**config.mk**
```make
export PLATFORM = sky130hd
export DESIGN_NAME = adc_acq_ctrl
export DESIGN_NICKNAME = d
export VERILOG_FILES = /design/src/rtl/adc_acq_pkg.sv /design/src/rtl/adc_host_regs.sv /design/src/rtl/adc_trig_ctrl.sv /design/src/rtl/adc_result.sv /design/src/rtl/adc_acq_ctrl.sv
export SDC_FILE = /design/constraint.sdc
export NUM_CORES = 1
export LEC_CHECK = 0
export ABC_AREA = 1
export BUFFER_PORTS_ARGS = -buffer_cell sky130_fd_sc_hd__buf_2
export CORE_ASPECT_RATIO = 0.9
export CORE_MARGIN = 3
export CORE_UTILIZATION = 30
export DETAILED_ROUTE_END_ITERATION = 7
export MAX_ROUTING_LAYER = met4
export PLACE_DENSITY = 0.62
export SYNTH_ARGS = -nofsm -noshare
export SYNTH_HDL_FRONTEND = slang
export SYNTH_SLANG_ARGS = --single-unit
```
**constraint.sdc**
```tcl
create_clock -name clk -period 1.1 [get_ports clk]
set_clock_uncertainty 0.05 [all_clocks]
set_input_delay 0.165 -clock clk [delete_from_list [all_inputs] [get_ports clk]]
set_output_delay 0.165 -clock clk [all_outputs]
set_load 0.01 [all_outputs]
```
**src/rtl/adc_acq_pkg.sv**
```systemverilog
package adc_acq_pkg;
  localparam logic [3:0] OFS_LO     = 4'h4;
  localparam logic [3:0] OFS_HI     = 4'h5;
  localparam logic [3:0] OFS_STAT   = 4'h8;
  localparam logic [3:0] OFS_RANGE  = 4'h9;
  localparam logic [3:0] OFS_MUX    = 4'hA;
  localparam logic [3:0] OFS_CTRL   = 4'hB;
  localparam logic [3:0] OFS_SWTRIG = 4'hC;

  localparam logic [2:0] TM_OFF      = 3'd0;
  localparam logic [2:0] TM_SOFT     = 3'd1;
  localparam logic [2:0] TM_PACE_DMA = 3'd2;
  localparam logic [2:0] TM_PACE_IRQ = 3'd6;

  function automatic logic is_paced(input logic [2:0] m);
    return (m == TM_PACE_DMA) || (m == TM_PACE_IRQ);
  endfunction
endpackage

```
**src/rtl/adc_host_regs.sv**
```systemverilog
module adc_host_regs
  import adc_acq_pkg::*;
#(
  parameter int SAMPLE_W = 12,
  parameter int CH_W     = 4,
  parameter int RANGE_W  = 8
) (
  input  logic                clk,
  input  logic                rst,
  input  logic [3:0]          addr,
  input  logic [7:0]          wdata,
  input  logic                wr,
  input  logic                rd,
  output logic [7:0]          rdata,
  input  logic [SAMPLE_W-1:0] sample,
  input  logic                rdy_n,
  input  logic                overrun,
  input  logic                cfg_diff,
  output logic [2:0]          mode,
  output logic [RANGE_W-1:0]  range_sel,
  output logic [CH_W-1:0]     mux_chan,
  output logic [1:0]          mux_bank,
  output logic                sw_trig_wr,
  output logic                clr_irq_wr,
  output logic                lo_read
);
  logic [7:0]      ctrl_q;
  logic [CH_W-1:0] chan_d;
  logic [7:0]      hi_byte, stat_byte;

  assign mode       = ctrl_q[2:0];
  assign sw_trig_wr = wr && (addr == OFS_SWTRIG);
  assign clr_irq_wr = wr && (addr == OFS_STAT);
  assign lo_read    = rd && (addr == OFS_LO);
  assign chan_d     = (wr && addr == OFS_MUX) ? wdata[CH_W-1:0] : mux_chan;

  generate
    if (SAMPLE_W == 16) begin : g_wide
      assign hi_byte   = sample[15:8];
      assign stat_byte = {2'b00, rdy_n, 4'b0000, overrun};
    end else begin : g_narrow
      logic [11:0] s12;
      assign s12       = 12'(sample);
      assign hi_byte   = {3'b000, rdy_n, s12[11:8]};
      assign stat_byte = {7'b0, overrun};
    end
  endgenerate

  always_ff @(posedge clk) begin
    if (rst) begin
      ctrl_q    <= '0;
      range_sel <= '0;
      mux_chan  <= '0;
      mux_bank  <= '0;
      rdata     <= '0;
    end else begin
      mux_chan <= chan_d;
      mux_bank <= cfg_diff ? 2'b11 : (chan_d[CH_W-1] ? 2'b10 : 2'b01);
      if (wr && addr == OFS_CTRL)  ctrl_q    <= wdata;
      if (wr && addr == OFS_RANGE) range_sel <= wdata[RANGE_W-1:0];
      if (rd) begin
        case (addr)
          OFS_LO:    rdata <= sample[7:0];
          OFS_HI:    rdata <= hi_byte;
          OFS_STAT:  rdata <= stat_byte;
          OFS_RANGE: rdata <= 8'(range_sel);
          OFS_MUX:   rdata <= 8'({mux_bank, mux_chan});
          OFS_CTRL:  rdata <= ctrl_q;
          default:   rdata <= 8'h00;
        endcase
      end
    end
  end

  p_mode_from_ctrl_r2: assert property (@(posedge clk) disable iff (rst)
    (wr && addr == OFS_CTRL) |=> (mode == $past(wdata[2:0])));
endmodule

```
**src/rtl/adc_trig_ctrl.sv**
```systemverilog
module adc_trig_ctrl
  import adc_acq_pkg::*;
(
  input  logic       clk,
  input  logic       rst,
  input  logic [2:0] mode,
  input  logic       sw_trig_wr,
  input  logic       pacer_tick,
  input  logic       ext_trig,
  input  logic       cfg_ext_trig,
  input  logic       conv_done,
  output logic       conv_start,
  output logic       overrun
);
  logic ext_q, busy, hw_evt, start_req, start_ok;

  assign hw_evt    = cfg_ext_trig ? (ext_trig && !ext_q) : pacer_tick;
  assign start_req = ((mode == TM_SOFT) && sw_trig_wr) || (is_paced(mode) && hw_evt);
  assign start_ok  = start_req && !busy;

  always_ff @(posedge clk) begin
    if (rst) begin
      ext_q      <= 1'b0;
      busy       <= 1'b0;
      conv_start <= 1'b0;
      overrun    <= 1'b0;
    end else begin
      ext_q      <= ext_trig;
      conv_start <= start_ok;
      if (start_ok)       busy <= 1'b1;
      else if (conv_done) busy <= 1'b0;
      if (start_req && busy) overrun <= 1'b1;
    end
  end

  p_start_single_r3: assert property (@(posedge clk) disable iff (rst)
    conv_start |=> !conv_start);
  p_no_start_badmode_r4: assert property (@(posedge clk) disable iff (rst)
    !((mode == TM_SOFT) || is_paced(mode)) |=> !conv_start);
  p_overrun_sticky_r8: assert property (@(posedge clk) disable iff (rst)
    overrun |=> overrun);
endmodule

```
**src/rtl/adc_result.sv**
```systemverilog
module adc_result
  import adc_acq_pkg::*;
#(
  parameter int SAMPLE_W = 12
) (
  input  logic                clk,
  input  logic                rst,
  input  logic [2:0]          mode,
  input  logic                conv_done,
  input  logic [SAMPLE_W-1:0] conv_sample,
  input  logic                lo_read,
  input  logic                clr_irq_wr,
  input  logic                dma_ack,
  output logic [SAMPLE_W-1:0] sample,
  output logic                rdy_n,
  output logic                irq,
  output logic                dma_req
);
  always_ff @(posedge clk) begin
    if (rst) begin
      sample  <= '0;
      rdy_n   <= 1'b1;
      irq     <= 1'b0;
      dma_req <= 1'b0;
    end else begin
      if (conv_done) begin
        sample <= conv_sample;
        rdy_n  <= 1'b0;
      end else if (lo_read) begin
        rdy_n  <= 1'b1;
      end
      if (conv_done && mode == TM_PACE_IRQ) irq <= 1'b1;
      else if (clr_irq_wr)                  irq <= 1'b0;
      if (conv_done && mode == TM_PACE_DMA) dma_req <= 1'b1;
      else if (dma_ack)                     dma_req <= 1'b0;
    end
  end

  p_ready_on_done_r5: assert property (@(posedge clk) disable iff (rst)
    conv_done |=> !rdy_n);
  p_irq_hold_r6: assert property (@(posedge clk) disable iff (rst)
    (irq && !clr_irq_wr) |=> irq);
  p_dma_hold_r7: assert property (@(posedge clk) disable iff (rst)
    (dma_req && !dma_ack) |=> dma_req);
endmodule

```
**src/rtl/adc_acq_ctrl.sv**
```systemverilog
module adc_acq_ctrl #(
  parameter int SAMPLE_W = 12,
  parameter int CH_W     = 4,
  parameter int RANGE_W  = 8
) (
  input  logic                clk,
  input  logic                rst,
  input  logic [3:0]          bus_addr,
  input  logic [7:0]          bus_wdata,
  input  logic                bus_wr,
  input  logic                bus_rd,
  output logic [7:0]          bus_rdata,
  input  logic                pacer_tick,
  input  logic                ext_trig,
  input  logic                cfg_ext_trig,
  input  logic                cfg_diff,
  output logic                conv_start,
  input  logic                conv_done,
  input  logic [SAMPLE_W-1:0] conv_sample,
  output logic                irq,
  output logic                dma_req,
  input  logic                dma_ack,
  output logic [RANGE_W-1:0]  range_sel,
  output logic [CH_W-1:0]     mux_chan,
  output logic [1:0]          mux_bank
);
  logic [2:0]          mode;
  logic                sw_trig_wr, clr_irq_wr, lo_read, rdy_n, overrun;
  logic [SAMPLE_W-1:0] sample;

  adc_host_regs #(.SAMPLE_W(SAMPLE_W), .CH_W(CH_W), .RANGE_W(RANGE_W)) u_regs (
    .clk(clk), .rst(rst), .addr(bus_addr), .wdata(bus_wdata), .wr(bus_wr),
    .rd(bus_rd), .rdata(bus_rdata), .sample(sample), .rdy_n(rdy_n),
    .overrun(overrun), .cfg_diff(cfg_diff), .mode(mode), .range_sel(range_sel),
    .mux_chan(mux_chan), .mux_bank(mux_bank), .sw_trig_wr(sw_trig_wr),
    .clr_irq_wr(clr_irq_wr), .lo_read(lo_read));

  adc_trig_ctrl u_trig (
    .clk(clk), .rst(rst), .mode(mode), .sw_trig_wr(sw_trig_wr),
    .pacer_tick(pacer_tick), .ext_trig(ext_trig), .cfg_ext_trig(cfg_ext_trig),
    .conv_done(conv_done), .conv_start(conv_start), .overrun(overrun));

  adc_result #(.SAMPLE_W(SAMPLE_W)) u_result (
    .clk(clk), .rst(rst), .mode(mode), .conv_done(conv_done),
    .conv_sample(conv_sample), .lo_read(lo_read), .clr_irq_wr(clr_irq_wr),
    .dma_ack(dma_ack), .sample(sample), .rdy_n(rdy_n), .irq(irq),
    .dma_req(dma_req));
endmodule

```
==> flow_metrics.py <==
metrics = {
    "cts": {
        "cts_buffers": 5,
        "cts.sinks": 49,
        "root_buffer": "clkbuf_8",
        "cts_htree_levels": 2,
        "clk_path_buf_depth": 2,
        "clock_latency_ns": 0.31,
        "path_clk_slew_ns": 0.09,
        "cts_tree": "built",
        "cts_hold_buf": 0,
    },
    "global_routing": {
        "grt_remaining_overflow": 0,
        "grt_pass1_vias": 1990,
        "grt_usage_pct": 15.2,
        "antenna_found_initial": 0,
        "grt_pass1_wl_mm": 9.52,
        "grt_max_degree": 27,
    },
    "timing": {
        "fin_setup_tns_ns": 0,
        "finalHoldViolations": 0,
        "fin_crit_ns": 1.05,
        "finalSetupViolCount": 0,
        "maxSlewHeadroom_pct": 79.9,
        "worstMarginPinSlew_ns": 0.302,
        "fin_hold_ws_ns": 0.0253,
        "fmax_mhz": 955,
        "drv_slew": 0,
        "rsz0062_at_grt": "yes",
        "fin_crit_sh_pct": 95.2,
    },
    "placement": {
        "gp_congestion": 0.841,
        "dp_hpwl_mm": 4.52,
        "portBuffers": 58,
    },
    "floorplan": {
        "core_area_um2": 6800,
        "start_util_pct": 31.8,
        "die_h_um": 86.5,
        "die_w_um": 95.5,
        "ioPinCount": 59,
        "die_area_um2": 8260,
        "std_cell_rows": 28,
    },
    "drt": {
        "wl_per_cell_um": 12.5,
        "dr_wl_met2_mm": 2.54,
        "routed.top_layer": "met4",
        "dr_wl_met3_um": 386,
        "via_per_inst": 4.55,
        "num_vias": 2133,
        "wl_mm": 5.85,
        "drtIter0Drc": 126,
        "wl_met1_mm": 2.85,
        "first_pass_iters": 4,
        "ant_nets": 0,
        "drc": 0,
    },
    "power": {
        "peakVddDrop_uv": 483,
        "p_leak_nw": 1.26,
        "powerDensity_nw_per_um2": 1190,
        "finalPower_mw": 3.35,
    },
    "logic_synthesis": {
        "yosys_warnings": 0,
        "syn_avg_cell_area_um2": 7.23,
        "synth_nets": 333,
        "yosys.area.top_type": "dfxtp_1",
        "synth-seq-cells": 49,
        "syn_inst": 299,
        "syn-cell-area_um2": 2160,
        "ys_types": 24,
        "yosys-top-cells-area": "dfxtp_1 45%, nand2_1 10%, nand3_1 7.6%",
        "ys_seq_area_share_pct": 45.4,
        "netlist.area_leader.share_pct": 45.4,
    },
    "worst_setup_path": {
        "crit_buf_inv": 1,
        "start_kind": "flop",
        "max_stage_delay_ns": 0.38,
        "cp_cell_sequence": "buf_2",
        "cp_max_fo": 3,
        "crit_family": "flip-flops",
        "cp.required_ns": 0.88,
        "arrival_ns": 0.83,
        "slowest_stage": "dfxtp_1",
        "critPathKind": "reg -> out",
        "critPathCaptureType": "primary output",
    },
    "layout": {
        "drive_gt1_share_pct": 30.1,
        "nNetsFinal": 413,
        "syn2layout_area_growth_pct": 29.7,
        "final_cell_mix": "58 x nand2_1, 58 x buf_2, 47 x dfxtp_1",
        "n_antenna_cell": 0,
    },
    "flow_run": {
        "cap_viol_max_count": 0,
    },
    "worst_hold_path": {
        "min_path_type": "in -> reg",
    },
    "status": {
        "status": "completed",
    },
}
## metrics by stage
step / area [um2] / setup slack [ns] / cells / utilization, %
after detailed placement: 2710 / -0.167 / 462 / 39.9
after global placement: 2710 / -0.162 / 462 / 39.9
after CTS: 2800 / 0.0134 / 469 / 41.1
after floorplan: 2160 / 0.0206 / 299 / -
after global routing: 2800 / -0.0130 / 469 / 41.2
final: 2800 / 0.0530 / 469 / 41.2
## routing by layer
layer	GRT usage, %	up-vias
met2	22.6	60
met3	3.04	6
met4	4.65	0
li1	-	1128
met5	-	-
met1	21.0	939
## report_power, final
part / switching (mW) / leakage, nW / total (mW) / internal [mW]
clock: 0.593 / 0.0443 / 1.09 / 0.500
sequential: 0.0282 / 0.401 / 1.86 / 1.83
combinational: 0.230 / 0.815 / 0.395 / 0.165
## layout make-up
type	count	area [um2]
inverters	34	129
clock buffers	7	86.3
multi-input cells	204	986
repair buffers	85	505
flip-flops and latches	49	983
well taps	90	113
fillers	727	3990
## flip-flops by register name, summed over array words and instances, names as in the netlist, 2 cells and up
signal	flops
u_regs.mux_bank	2
u_regs.mux_chan	4
u_result.sample	12
u_regs.rdata	8
u_regs.ctrl_q	8
u_regs.range_sel	8
## kinds of logic after synthesis
kind of cell | after synthesis | share of synthesized area (%)
simple gates | 135 | 28.1
compound gates | 69 | 17.3
buf+inv | 46 | 9.15
flops | 49 | 45.4
## cell usage after synthesis (all sizes together)
| cell | count |
|---|---|
| nand2 | 61 |
| dfxtp | 49 |
| nor2 | 38 |
| a21oi | 35 |
| nand3 | 35 |
| o21ai | 33 |
| inv | 31 |
| clkbuf | 7 |
| buf | 5 |
| clkinv | 3 |
| nand4 | 1 |
| o211ai | 1 |
## what timing repair did
action                     CTS  global route
setup endpoints to repair    0             5
setup buffers                0             0
gates resized for setup      0             4
## worst paths after layout
kind	from	to	depth (start not counted)	slack, ns
min	ext_trig	u_trig.ext_q	3	0.03
max reg2reg	u_regs.ctrl_q[0]	u_trig.busy	7	0.08
max	u_regs.range_sel[6]	range_sel[6]	1	0.05
min reg2reg	u_result.sample[1]	u_result.sample[1]	2	0.41
Note: power is estimated with default switching activity, not from simulation.
